==> src/rtl/xarb_pkg.sv <==
package xarb_pkg;
  localparam int XARB_SRC_DEF = 9;
  localparam int XARB_DW_DEF  = 16;
  localparam int XARB_QD_DEF  = 2;

  typedef enum logic {
    ORD_DESC = 1'b0,
    ORD_ASC  = 1'b1
  } ord_e;
endpackage

==> src/rtl/xarb_srcq.sv <==
module xarb_srcq #(
  parameter int DW    = 16,
  parameter int DEPTH = 2
) (
  input  logic        clk,
  input  logic        rst_n,
  input  logic        wr_en,
  input  logic [DW:0] wr_data,
  input  logic        rd_en,
  output logic [DW:0] rd_data,
  output logic        full,
  output logic        empty
);
  localparam int PW = (DEPTH > 1) ? $clog2(DEPTH) : 1;
  localparam int CW = $clog2(DEPTH + 1);
  localparam logic [PW-1:0] LAST = PW'(DEPTH - 1);

  logic [DW:0]   mem [DEPTH];
  logic [PW-1:0] wr_ptr, rd_ptr;
  logic [CW-1:0] cnt;
  logic          do_wr, do_rd;

  assign full    = (cnt == CW'(DEPTH));
  assign empty   = (cnt == '0);
  assign do_wr   = wr_en & ~full;
  assign do_rd   = rd_en & ~empty;
  assign rd_data = mem[rd_ptr];

  always_ff @(posedge clk) begin
    if (do_wr) mem[wr_ptr] <= wr_data;
  end

  always_ff @(posedge clk or negedge rst_n) begin
    if (!rst_n) begin
      wr_ptr <= '0;
      rd_ptr <= '0;
      cnt    <= '0;
    end else begin
      if (do_wr) wr_ptr <= (wr_ptr == LAST) ? '0 : wr_ptr + 1'b1;
      if (do_rd) rd_ptr <= (rd_ptr == LAST) ? '0 : rd_ptr + 1'b1;
      case ({do_wr, do_rd})
        2'b10:   cnt <= cnt + 1'b1;
        2'b01:   cnt <= cnt - 1'b1;
        default: cnt <= cnt;
      endcase
    end
  end
endmodule

==> src/rtl/xarb_pick.sv <==
module xarb_pick #(
  parameter int N = 9
) (
  input  logic [N-1:0] req,
  input  logic         asc,
  output logic [N-1:0] gnt
);
  logic [N-1:0] rev_in, low_a, low_d, rev_out;

  for (genvar g = 0; g < N; g++) begin : g_rev
    assign rev_in[g]  = req[N-1-g];
    assign rev_out[g] = low_d[N-1-g];
  end

  assign low_a = req & (~req + N'(1));
  assign low_d = rev_in & (~rev_in + N'(1));
  assign gnt   = asc ? low_a : rev_out;
endmodule

==> src/rtl/xarb_outmux.sv <==
module xarb_outmux #(
  parameter int N  = 9,
  parameter int DW = 16
) (
  input  logic [N-1:0]    sel,
  input  logic [N*DW-1:0] data,
  input  logic [N-1:0]    atom,
  output logic [DW-1:0]   out_d,
  output logic            out_a
);
  always_comb begin
    out_d = '0;
    out_a = 1'b0;
    for (int i = 0; i < N; i++) begin
      if (sel[i]) begin
        out_d = out_d | data[i*DW +: DW];
        out_a = out_a | atom[i];
      end
    end
  end
endmodule

==> src/rtl/xbar_dest_arb.sv <==
module xbar_dest_arb
  import xarb_pkg::*;
#(
  parameter int NUM_SRC = XARB_SRC_DEF,
  parameter int DATA_W  = XARB_DW_DEF,
  parameter int Q_DEPTH = XARB_QD_DEF
) (
  input  logic                      clk,
  input  logic                      rst_n,
  input  logic                      dir_asc,
  input  logic [NUM_SRC-1:0]        src_valid,
  output logic [NUM_SRC-1:0]        src_ready,
  input  logic [NUM_SRC-1:0]        src_atom,
  input  logic [NUM_SRC*DATA_W-1:0] src_data,
  output logic                      out_valid,
  input  logic                      out_ready,
  output logic [DATA_W-1:0]         out_data,
  output logic                      out_atom,
  output logic [NUM_SRC-1:0]        grant
);
  logic [NUM_SRC-1:0]        q_full, q_empty, q_atom;
  logic [NUM_SRC*DATA_W-1:0] q_data;

  for (genvar g = 0; g < NUM_SRC; g++) begin : g_q
    logic [DATA_W:0] head_w;
    xarb_srcq #(.DW(DATA_W), .DEPTH(Q_DEPTH)) u_q (
      .clk     (clk),
      .rst_n   (rst_n),
      .wr_en   (src_valid[g]),
      .wr_data ({src_atom[g], src_data[g*DATA_W +: DATA_W]}),
      .rd_en   (grant[g]),
      .rd_data (head_w),
      .full    (q_full[g]),
      .empty   (q_empty[g])
    );
    assign q_atom[g]                   = head_w[DATA_W];
    assign q_data[g*DATA_W +: DATA_W]  = head_w[DATA_W-1:0];
  end

  assign src_ready = ~q_full;

  // snapshot and lock state
  logic [NUM_SRC-1:0] batch_mask, lock_oh, pick_oh, sel;
  ord_e               batch_ord;
  logic               locked;
  logic [DATA_W-1:0]  mux_data;
  logic               mux_atom, xfer;

  xarb_pick #(.N(NUM_SRC)) u_pick (
    .req (batch_mask),
    .asc (batch_ord == ORD_ASC),
    .gnt (pick_oh)
  );

  assign sel = locked ? lock_oh : pick_oh;

  xarb_outmux #(.N(NUM_SRC), .DW(DATA_W)) u_mux (
    .sel   (sel),
    .data  (q_data),
    .atom  (q_atom),
    .out_d (mux_data),
    .out_a (mux_atom)
  );

  assign out_valid = |(sel & ~q_empty);
  assign out_data  = mux_data;
  assign out_atom  = out_valid & ~locked & mux_atom;
  assign xfer      = out_valid & out_ready;
  assign grant     = xfer ? sel : '0;

  always_ff @(posedge clk or negedge rst_n) begin
    if (!rst_n) begin
      batch_mask <= '0;
      batch_ord  <= ORD_ASC;
      locked     <= 1'b0;
      lock_oh    <= '0;
    end else if (!locked && batch_mask == '0) begin
      batch_mask <= ~q_empty;
      batch_ord  <= ord_e'(dir_asc);
    end else if (xfer) begin
      if (locked) begin
        locked <= 1'b0;
      end else begin
        batch_mask <= batch_mask & ~sel;
        if (mux_atom) begin
          locked  <= 1'b1;
          lock_oh <= sel;
        end
      end
    end
  end
endmodule

==> config.mk <==
export PLATFORM = sky130hd
export DESIGN_NAME = xbar_dest_arb
export DESIGN_NICKNAME = d
export VERILOG_FILES = /design/src/rtl/xarb_pkg.sv /design/src/rtl/xarb_srcq.sv /design/src/rtl/xarb_pick.sv /design/src/rtl/xarb_outmux.sv /design/src/rtl/xbar_dest_arb.sv
export SDC_FILE = /design/constraint.sdc
export NUM_CORES = 1
export LEC_CHECK = 0
export BUFFER_PORTS_ARGS = -buffer_cell sky130_fd_sc_hd__buf_4
export CAP_MARGIN = 20
export CORE_UTILIZATION = 45
export CTS_CLUSTER_SIZE = 20
export DETAILED_ROUTE_END_ITERATION = 12
export SLEW_MARGIN = 10
export SYNTH_ARGS = -nofsm -noshare
export SYNTH_HDL_FRONTEND = slang
export SYNTH_SLANG_ARGS = --single-unit
export TNS_END_PERCENT = 30
==> constraint.sdc <==
create_clock -name clk -period 5.9 [get_ports clk]
set_clock_uncertainty 0.2 [all_clocks]
set_input_delay 1.18 -clock clk [delete_from_list [all_inputs] [get_ports clk]]
set_output_delay 1.18 -clock clk [all_outputs]
set_load 0.1 [all_outputs]
After elaboration in Yosys (flattened, before gate mapping):

Memory sizes are Yosys's and may differ from the RTL's.
Index checks and enable logic that the tools add are counted.

* muxes and demuxes: 71
* bitwise operators: 66
* reductions and logical operators: 26
* divide/modulo/power cells: 0
* $add $sub $neg: 38
* shifts and indexed selects: 0
* eq/ne operators: 28
* multipliers: 0
* order comparisons: 0

Operators by type and width (number)
* $mux W16: 9
* $or A16 B16 Y16: 8
* $mux W9: 6
* $mux W1: 47
* $not A9 Y9: 5
* $and A9 B9 Y9: 4
* $eq A2 B2 Y1 const B: 18
* $pmux W2 S2: 9
* $and A1 B1 Y1: 21
* $not A1 Y1: 20
* $reduce_bool A2 Y1: 10
* $add A1 B1 Y1 const B: 18
* $add A2 B1 Y2 const B: 9
* $add A9 B1 Y9 const B: 2
* $eq A2 B1 Y1 const B: 9
* $logic_not A2 Y1: 9
* $sub A2 B1 Y2 const B: 9
* $logic_not A9 Y1: 1
* $reduce_or A9 Y1: 1
* $or A1 B1 Y1: 8
* $reduce_and A2 Y1: 2
* $reduce_and A4 Y1: 1
* $ne A2 B1 Y1 const B: 1
* $logic_and A1 B1 Y1: 1
* $logic_not A1 Y1: 1

* bits in latches: 0
* logic and storage cells: 269
* memories: 9
* flip-flop bits (word level): 56
* output and inout bits: 36
* input bits: 166
* ROM bits: 0
* memory bits (writable): 306

Memories
* g_q[0].u_q.mem: depth 2, bits a word 17, rd ports 1, clocked after memory_dff 0, wr ports 1, RTL line xarb_srcq.sv:18 `logic [DW:0] mem [DEPTH];`
* g_q[1].u_q.mem: depth 2, bits a word 17, rd ports 1, clocked after memory_dff 0, wr ports 1, RTL line xarb_srcq.sv:18
* g_q[2].u_q.mem: depth 2, bits a word 17, rd ports 1, clocked after memory_dff 0, wr ports 1, RTL line xarb_srcq.sv:18
* g_q[3].u_q.mem: depth 2, bits a word 17, rd ports 1, clocked after memory_dff 0, wr ports 1, RTL line xarb_srcq.sv:18
* g_q[4].u_q.mem: depth 2, bits a word 17, rd ports 1, clocked after memory_dff 0, wr ports 1, RTL line xarb_srcq.sv:18
* g_q[5].u_q.mem: depth 2, bits a word 17, rd ports 1, clocked after memory_dff 0, wr ports 1, RTL line xarb_srcq.sv:18
* 3 more memories

Logic depth before layout (Yosys ltp):

* word-level depth: 24
* depth in mapped cells: 12
* depth with buffers taken out: 10

Modules after synthesis:

From an unflattened synthesis, not the netlist that was laid out.

* cell total of the unflattened synthesis: 900
* area, all modules: 15517.4 sq um

By module, submodules not included
* xarb_srcq: seq. area each 1121.1 sq um, times used 9, cells an instance 71, area an instance 1473.9 sq um
* xbar_dest_arb: seq. area each 501.7 sq um, times used 1, cells an instance 126, area an instance 1233.7 sq um
* xarb_outmux: seq. area each 0.0 sq um, times used 1, cells an instance 103, area an instance 817.0 sq um
* xarb_pick: seq. area each 0.0 sq um, times used 1, cells an instance 32, area an instance 201.4 sq um

Worst setup path after synthesis:

OpenSTA, ideal clock, no wires.

* kind: reg2out
* start point: reg batch_ord
* end point: out out_atom
* data arrival time: 3.811 ns
* buffers on the path: 2
* path slack: 0.709 ns
* required time: 4.520 ns
* stages on the path, launching flop included: 10
* path through: dfstp_2 > buf_2 > o21bai_4 > and2_1 > a32o_1 > clkbuf_1 > nand2_1 > o21ai_1 > nor3_1 > nor3_1

* longest elaborated chain between the ends: 20
* elaborated cells between the ends (all ways): 23
* those cells by class: mux (11); bitwise (11); reduce/logical (1)

RTL lines
* from (decl): RTL line xbar_dest_arb.sv:44 `ord_e batch_ord;`
* from (signal assigned): RTL line xbar_dest_arb.sv:79 `batch_ord <= ord_e'(dir_asc);`
* $mux W9 (*): RTL line xarb_pick.sv:17 `assign gnt = asc ? low_a : rev_out;`
* $mux W9 (*): RTL line xbar_dest_arb.sv:55 `assign sel = locked ? lock_oh : pick_oh;`
* $mux W1: RTL line xarb_outmux.sv:15 `if (sel[i]) begin`
* $or A1 B1 Y1: RTL line xarb_outmux.sv:17 `out_a = out_a | atom[i];`
* $mux W1: RTL line xarb_outmux.sv:15
* $or A1 B1 Y1: RTL line xarb_outmux.sv:17
* $mux W1: RTL line xarb_outmux.sv:15
* $or A1 B1 Y1: RTL line xarb_outmux.sv:17
* [... 4 more ...]
* $mux W1: RTL line xarb_outmux.sv:15
* $or A1 B1 Y1: RTL line xarb_outmux.sv:17
* $mux W1: RTL line xarb_outmux.sv:15
* $or A1 B1 Y1: RTL line xarb_outmux.sv:17
* $mux W1: RTL line xarb_outmux.sv:15
* $or A1 B1 Y1: RTL line xarb_outmux.sv:17
* $mux W1: RTL line xarb_outmux.sv:15
* $and A1 B1 Y1 (*): RTL line xbar_dest_arb.sv:67 `assign out_atom = out_valid & ~locked & mux_atom;`
* to (decl): RTL line xbar_dest_arb.sv:18 `output logic out_atom,`

Mark *: on every way between the ends. The rest lies on a longest branch, timed or not.

Worst setup path after layout:

* start point: reg locked
* end point: out grant[2]

* longest elaborated chain between the ends: 5

RTL lines
* from (decl): RTL line xbar_dest_arb.sv:45 `logic locked;`
* from (signal assigned): RTL line xbar_dest_arb.sv:75 `locked <= 1'b0;`
* from (signal assigned): RTL line xbar_dest_arb.sv:82 `locked <= 1'b0;`
* from (signal assigned): RTL line xbar_dest_arb.sv:86 `locked <= 1'b1;`
* $mux W9 (*): RTL line xbar_dest_arb.sv:55
* $and A9 B9 Y9: RTL line xbar_dest_arb.sv:65 `assign out_valid = |(sel & ~q_empty);`
* $reduce_or A9 Y1: RTL line xbar_dest_arb.sv:65
* $and A1 B1 Y1: RTL line xbar_dest_arb.sv:68 `assign xfer = out_valid & out_ready;`
* $mux W9 (*): RTL line xbar_dest_arb.sv:69 `assign grant = xfer ? sel : '0;`
* to (decl): RTL line xbar_dest_arb.sv:19 `output logic [NUM_SRC-1:0] grant`

Marked as above.

==> flow_summary.ini <==
[detailed_routing]
drt-pass1-iter-count = 6
drc = 0
wire_per_inst_um = 22.6
drt_iter0_markers = 594
viasPerCell = 5.36
vias = 8386
drtAntennaViolNets = 0
routed_wl_um = 35400

[die]
rows = 65
start_util_pct = 46.2
ios = 202
core_area_sq_um = 32000
die_y_um = 183
die_w_um = 183
fp.dieArea_sq_um = 33600

[worst_setup_path]
cp.required_ns = 4.52
r2r-end = g_q[2].u_q.cnt[1]
cp_max_fo = 20
crit_arrival_ns = 4.09
reg2regPathDepth = 10
rrSetupSlack_ns = 1.63
startpoint_type = register
worst-setup-path-type = reg2out
r2r_start = locked
crit_path_end_kind = primary output

[cells_and_area]
area_growth_pct = 21.5
drive_above_1_share_pct = 31.8
nNetsFinal = 1277

[logic_synthesis]
synthAdderAreaFrac_pct = 0.762
synth_cells = 894
synth_edf_count = 306
synth_top_family_by_area = multiplexers
synth-async-reset-ratio_pct = 15.5
yosysMostFrequentCell = edfxtp_1
synth.distinct_cells = 60
seq_area_frac_synth_pct = 71.7
synth_compound_area_share_pct = 7.19
syn_nets = 1069
avgSynthCellArea_sq_um = 16.5
syn-cell-area_sq_um = 14800
synth_area_leader_cell = edfxtp_1
netlist_top_cells_count = edfxtp_1, mux2i_1, mux2_2
ys_ff_latch = 362
synth_flop_cell = edfxtp_1
yosys_warnings = 0
synthDominantCellAreaShare_pct = 62.2
synth_area_leaders = edfxtp_1, dfrtp_1, mux2i_1
yosys.area_share.simple_pct = 4.12
synth.area.mux_share_pct = 11.8
synth_xor_area_share_pct = 2.67

[sta]
period_share_pct = 92.7
setup_viol = 0
max_freq_mhz = 183
worstMarginPinSlew_ns = 1.09
fin_setup_tns_ns = 0
final-max-slew-violation-count = 0
slew_headroom_pct = 27.4
rsz0062_at_grt = false
post-route-min-period_ns = 5.47
hold_viol = 0

[placement]
gp_congestion = 0.842
io_buffers = 201
place_hpwl_um = 25200

[clocking]
htreeDepth = 2
clockBufferDepth = 3
clk_latency_ns = 0.52
cts_resized = 0
clk_pin_slew_ns = 0.06
cts-hold-fix-buffers = 0
cts.sinks = 362
tritoncts = done
cts-root-buf = clkbuf_16
cts_buffers = 38
cts_setup_buffers = 0

[run_status]
outcome = finished, final reports clean

[global_routing]
first_global_vias = 8598
antenna_found_initial = 0
grt_start_max_net_pins = 57
grt_pass1_wl_um = 52700
gr-total-overflow = 0
track_usage_pct = 21.5

[job]
max-cap-violations = 0

[min_path]
min_to = g_q[7].u_q.wr_ptr
min_path_cells = 1
timing.hold.worst.start = g_q[7].u_q.wr_ptr
min_path_type = reg2reg
==> kinds of logic (layout without fill, tap and decap cells) <==
| kind of cell | Yosys count | in the layout |
|---|---|---|
| buffers and inverters | 60 | 296 |
| other | 0 | 1 |
| AO/OA/AOI/OAI | 138 | 138 |
| AND/OR/NAND/NOR | 117 | 117 |
| adder cells (fa/ha/maj) | 9 | 9 |
| multiplexers | 163 | 163 |
| XOR/XNOR | 45 | 45 |
| flip-flops | 362 | 362 |
==> stage by stage <==
| stage | utilization [%] | std cells | hold slack [ns] | instance area [sq um] | worst slack [ns] |
|---|---|---|---|---|---|
| floorplan | - | 894 | 0.261 | 14800 | 0.709 |
| global placement | 52.3 | 1496 | 0.276 | 16700 | 1.01 |
| detailed placement | 52.4 | 1497 | 0.284 | 16700 | 0.982 |
| CTS | 56.2 | 1565 | 0.292 | 17900 | 0.438 |
| global route | 56.2 | 1565 | 0.315 | 17900 | 0.241 |
| finish | 56.2 | 1566 | 0.289 | 18000 | 0.429 |
==> flip-flops by register name (all words and copies together) (netlist names) <==
register and count:
batch_mask 9, g_q.u_q.rd_ptr 9, locked 1, lock_oh 9
g_q.u_q.wr_ptr 9, g_q.u_q.cnt 18, g_q.u_q.mem 306, batch_ord 1
==> critical path, cell delays in order, from the launching register on <==
cell     delay, ns
dfrtp_1       0.80
inv_2         0.27
and2_1        0.25
a32o_1        0.53
o21a_1        0.29
o41ai_4       0.80
buf_4         0.31
nor2_1        0.07
buf_4         0.24
==> cell type report <==
class | instances | area (sq um)
repair buffers | 215 | 1620
well taps | 435 | 544
diodes | 1 | 2.50
inverters | 13 | 48.8
clock buffers | 57 | 1060
flip-flops and latches | 362 | 10600
clock inverters | 11 | 144
multi-input cells | 472 | 3940
fillers | 2573 | 14000
==> worst max-delay path by stage <==
stage / start / endpoint / slack, ns / cells past startpoint
detailed placement: locked / grant[2] / 0.98 / 8
floorplan: batch_ord / out_atom / 0.71 / 9
CTS: locked / grant[2] / 0.44 / 8
global placement: locked / grant[2] / 1.01 / 8
global route: locked / grant[8] / 0.24 / 8
finish: locked / grant[2] / 0.43 / 8
==> cells in the final DEF, fill, tap and decap left out, types with 8 or more instances in the layout <==
cell type,synthesis,layout
o21ai_1,12,12
nand2b_1,10,10
buf_4,9,214
o21ai_0,9,9
a21oi_1,23,23
nor2_1,36,31
clkbuf_16,0,38
o22a_1,16,16
dfrtp_1,55,55
clkbuf_1,31,15
nor3_1,8,8
xnor2_1,27,27
mux2i_1,91,91
a222oi_1,16,16
inv_1,12,12
o2111ai_1,16,16
xor2_1,18,18
ha_1,9,9
and3_1,9,9
mux2_2,68,68
nand2_1,23,23
and2_1,8,8
o22ai_1,17,17
edfxtp_1,306,306
==> layer usage <==
metal	track usage [%]	routed length [um]
met5	0	0
met4	6.40	852
met2	34.4	16700
met1	30.0	16000
met3	4.01	1870
Power is not shown: default switching activity piles up to over one toggle a cycle in this logic, so the estimate is an artifact.
